[src/rtl/byte_selfsync_scrambler.sv]
module byte_selfsync_scrambler #(
  parameter int LANES    = 8,
  parameter int TAP_NEAR = 4,
  parameter int TAP_FAR  = 7
) (
  input  logic             clk,
  input  logic             rst_n,
  input  logic             mode,
  input  logic             in_valid,
  input  logic [LANES-1:0] in_byte,
  output logic             out_valid,
  output logic [LANES-1:0] out_byte
);
  localparam int SW = TAP_FAR;

  // tap_q[k-1] holds the bit k steps back
  logic [SW-1:0]    tap_q;
  logic [SW-1:0]    chain [0:LANES];
  logic [LANES-1:0] obit;

  assign chain[0] = tap_q;

  for (genvar g = 0; g < LANES; g++) begin : g_step
    assign obit[g]     = in_byte[g] ^ chain[g][TAP_NEAR-1] ^ chain[g][TAP_FAR-1];
    assign chain[g+1]  = {chain[g][SW-2:0], mode ? in_byte[g] : obit[g]};
  end

  always_ff @(posedge clk) begin
    if (!rst_n) begin
      tap_q     <= '1;
      out_valid <= 1'b0;
      out_byte  <= '0;
    end else begin
      out_valid <= in_valid;
      if (in_valid) begin
        tap_q    <= chain[LANES];
        out_byte <= obit;
      end
    end
  end
endmodule


[config.mk]
export PLATFORM = sky130hd
export DESIGN_NAME = byte_selfsync_scrambler
export DESIGN_NICKNAME = d
export VERILOG_FILES = /design/src/rtl/byte_selfsync_scrambler.sv
export SDC_FILE = /design/constraint.sdc
export NUM_CORES = 1
export LEC_CHECK = 0
export ABC_AREA = 0
export BUFFER_PORTS_ARGS = -buffer_cell sky130_fd_sc_hd__buf_2
export CAP_MARGIN = 40
export CORE_AREA = 2 2 58 55
export DETAILED_ROUTE_END_ITERATION = 7
export DIE_AREA = 0 0 60 57
export GPL_ROUTABILITY_DRIVEN = 0
export GPL_TIMING_DRIVEN = 0
export PLACE_DENSITY = 0.65
export SYNTH_ARGS = -nofsm -noshare
export SYNTH_HDL_FRONTEND = slang
export SYNTH_SLANG_ARGS = --single-unit
[constraint.sdc]
create_clock -name clk -period 4.05 [get_ports clk]
set_clock_uncertainty 0.15 [all_clocks]
set_input_delay 1.215 -clock clk [delete_from_list [all_inputs] [get_ports clk]]
set_output_delay 1.215 -clock clk [all_outputs]
set_load 0.02 [all_outputs]
==> flow_summary.toml <==
[clock_tree]
postCtsSetupBuffers = 0
htree_levels = 1
holdBufCountCts = 0
cts_tree = "done"
clock_latency_ns = 0.29
root_buffer = "clkbuf_4"
cts_buffers = 3
path_clk_slew_ns = 0.10
post_cts_resize_count = 0
clockBufferDepth = 2
cts_sinks = 16

[final_layout]
design_area_um2 = 1150
syn_to_final_growth_pct = 19.66
antennaDiodeCount = 0
drive_gt1_share_pct = 21.37
nets = 144

[timing]
min_period_over_period_pct = 59.66
hold_violations = 0
finalMaxSlewViolations = 0
max_freq_mhz = 413.8
tns_ns = 0
post-route-min-period_ns = 2.416
whs_ns = 0.3360
setup_viol = 0
maxSlewHeadroom_pct = 60.90
worstMarginPinSlew_ns = 0.5864
rsz0062_at_grt = "no"

[global_route]
gr-total-overflow = 0
grt_util_all_layers_pct = 14.39
antenna_found_initial = 0
grt_max_degree = 11
grt_pass1_wl_mm = 3.698
grt_pass1_vias = 790

[synthesis]
ys_types = 25
synth-async-reset-ratio_pct = 0
yosysWarnings = 0
seq_area_frac_synth_pct = 33.33
yosysTopAreaCell = "dfxtp_1"
synth_edf_count = 0
synth_top_area_share_pct = 33.33
avgSynthCellArea_um2 = 8.981
synth_ff_type = "dfxtp_1"
ys_top_cells_by_area = "dfxtp_1, xnor2_1, xor2_1, xnor3_1, mux2i_1"
syn_nets = 119
synth_seq_cells = 16
netlist_area_um2 = 960.9
synthCells = 107

[die]
io_pins = 21
placementRows = 19
fp.dieH_um = 57
die_area_um2 = 3420
coreArea_um2 = 2877
initial_utilization_pct = 33.41
die_x_um = 60

[route]
drcViolationCount = 0
wirelength_mm = 2.180
firstDrtPassIters = 4
vias = 826
wire_per_inst_um = 12.60
vias_per_cell = 4.775
ant_nets = 0
drt_iter0_drc = 32

[setup_path]
crit_type = "in -> reg"
cp.required_ns = 4.09
r2r_start = "tap_q[6]$_SDFFE_PN1P_"
critPathMaxFanout = 3
reg2reg_slack_ns = 2.29
r2r_end = "tap_q[0]$_SDFFE_PN1P_"
cp-start-kind = "input port"
r2r_cells = 4
crit_arrival_ns = 2.46
endpoint_kind = "register"

[min_path]
hold_path_class = "reg -> reg"
whs_path_depth = 2
min_from = "out_byte[4]$_SDFFE_PN0P_"
worstHoldEndpoint = "out_byte[4]$_SDFFE_PN0P_"

[power]
p_switching_w = 0.0001441
p_per_area_nw_per_um2 = 385.5
ir_worst_vdd_mv = 0.1855
swShare_pct = 32.51
power.leakage_nw = 0.4878
combPwrFrac_pct = 34.2
pwr-share-clk_pct = 24.1
pwr-share-seq_pct = 41.6
internal_power_w = 0.0002992

[run]
maxCapViolations = 0

[place]
placed_area_um2 = 1114
port_buffers = 20
dp.final_hpwl_mm = 1.634

[outcome]
status = "complete, no violations"
[stage by stage]
stage               util (%)  power [W]  cells  setup WS (ns)
floorplan                  -  0.0003026    107          1.617
global placement       38.71  0.0003350    169          1.361
detailed placement     38.71  0.0003402    169          1.303
CTS                    39.97  0.0004509    173          1.643
global route           39.97  0.0004769    173          1.457
finish                 39.97  0.0004433    173          1.634
[synthesized netlist by cell type (2+ instances only)]
master     count
xnor3_1        2
nand4_1        2
nor2_1        10
a21oi_1        3
buf_2          3
a2111oi_0      3
o21ai_0        3
inv_1          4
dfxtp_1       16
o211ai_1       3
clkbuf_1       5
xor2_1         9
xnor2_1       18
nor4_1         2
nor3_1         2
a211oi_1       2
and3_1         3
nand2_1        6
a311oi_1       2
mux2i_1        4
[critical path, cell delays in order]
cell and delay [ns]:
buf_2 0.13, xnor2_1 0.35, xor2_1 0.15, a2111oi_0 0.39, and3b_1 0.23
[routing by layer]
metal / vias to the layer above / share of wire [%] / global-route usage (%)
met5: - / 0 / 0
met4: 0 / 0 / 3.810
met3: 0 / 8.6 / 5.215
met2: 30 / 45 / 21.74
met1: 379 / 46 / 19.38
li1: 417 / - / -
[sequential cells by signal (all words and copies together), names as in the netlist]
| signal | flops |
|---|---|
| tap_q | 7 |
| out_byte | 8 |
| out_valid | 1 |
[cell usage in the layout (no fill, tap or decap), types with 4 or more instances in the layout]
cell / instances
nand2_1: 6
xor2_1: 9
mux2i_1: 4
clkbuf_1: 5
xnor2_1: 18
dfxtp_1: 16
inv_1: 4
nor2_1: 10
buf_2: 23
[layout make-up]
cell class                 count  area [um2]
multi-input combinational     79       591.8
fill                         308        1727
buffer                         8       33.78
inverter                       4       15.01
timing repair buffer          20       100.1
tap                           42       52.55
sequential                    16       320.3
clock buffer                   4       36.28
[power groups by stage]
stage | logic, W | clock network, W | registers, W
finish | 0.000152 | 0.000107 | 0.000185
global route | 0.000168 | 0.000122 | 0.000187
CTS | 0.000153 | 0.000113 | 0.000185
detailed placement | 0.000152 | 0 | 0.000189
global placement | 0.000147 | 0 | 0.000188
floorplan | 0.000103 | 0 | 0.000200
[cell families after synthesis]
kind of cell           Yosys count  synth area share [%]
AO/OA/AOI/OAI                   17                 12.50
XOR/XNOR                        30                 30.99
multiplexers                     4                 4.167
buffers and inverters           12                 5.077
AND/OR/NAND/NOR                 28                 13.93
flip-flops                      16                 33.33
[how the worst max path moves through the flow]
stage | startpoint | slack (ns) | to | cells past startpoint
after floorplan | in_byte[0] | 1.62 | tap_q[0]$_SDFFE_PN1P_ | 4
after global placement | in_valid | 1.36 | out_byte[1]$_SDFFE_PN0P_ | 5
after detailed placement | in_byte[0] | 1.30 | tap_q[0]$_SDFFE_PN1P_ | 5
after CTS | in_byte[0] | 1.64 | tap_q[0]$_SDFFE_PN1P_ | 5
after global routing | in_byte[0] | 1.46 | tap_q[0]$_SDFFE_PN1P_ | 5
final | in_byte[0] | 1.63 | tap_q[0]$_SDFFE_PN1P_ | 5
Power figures use the tool's default switching activity.
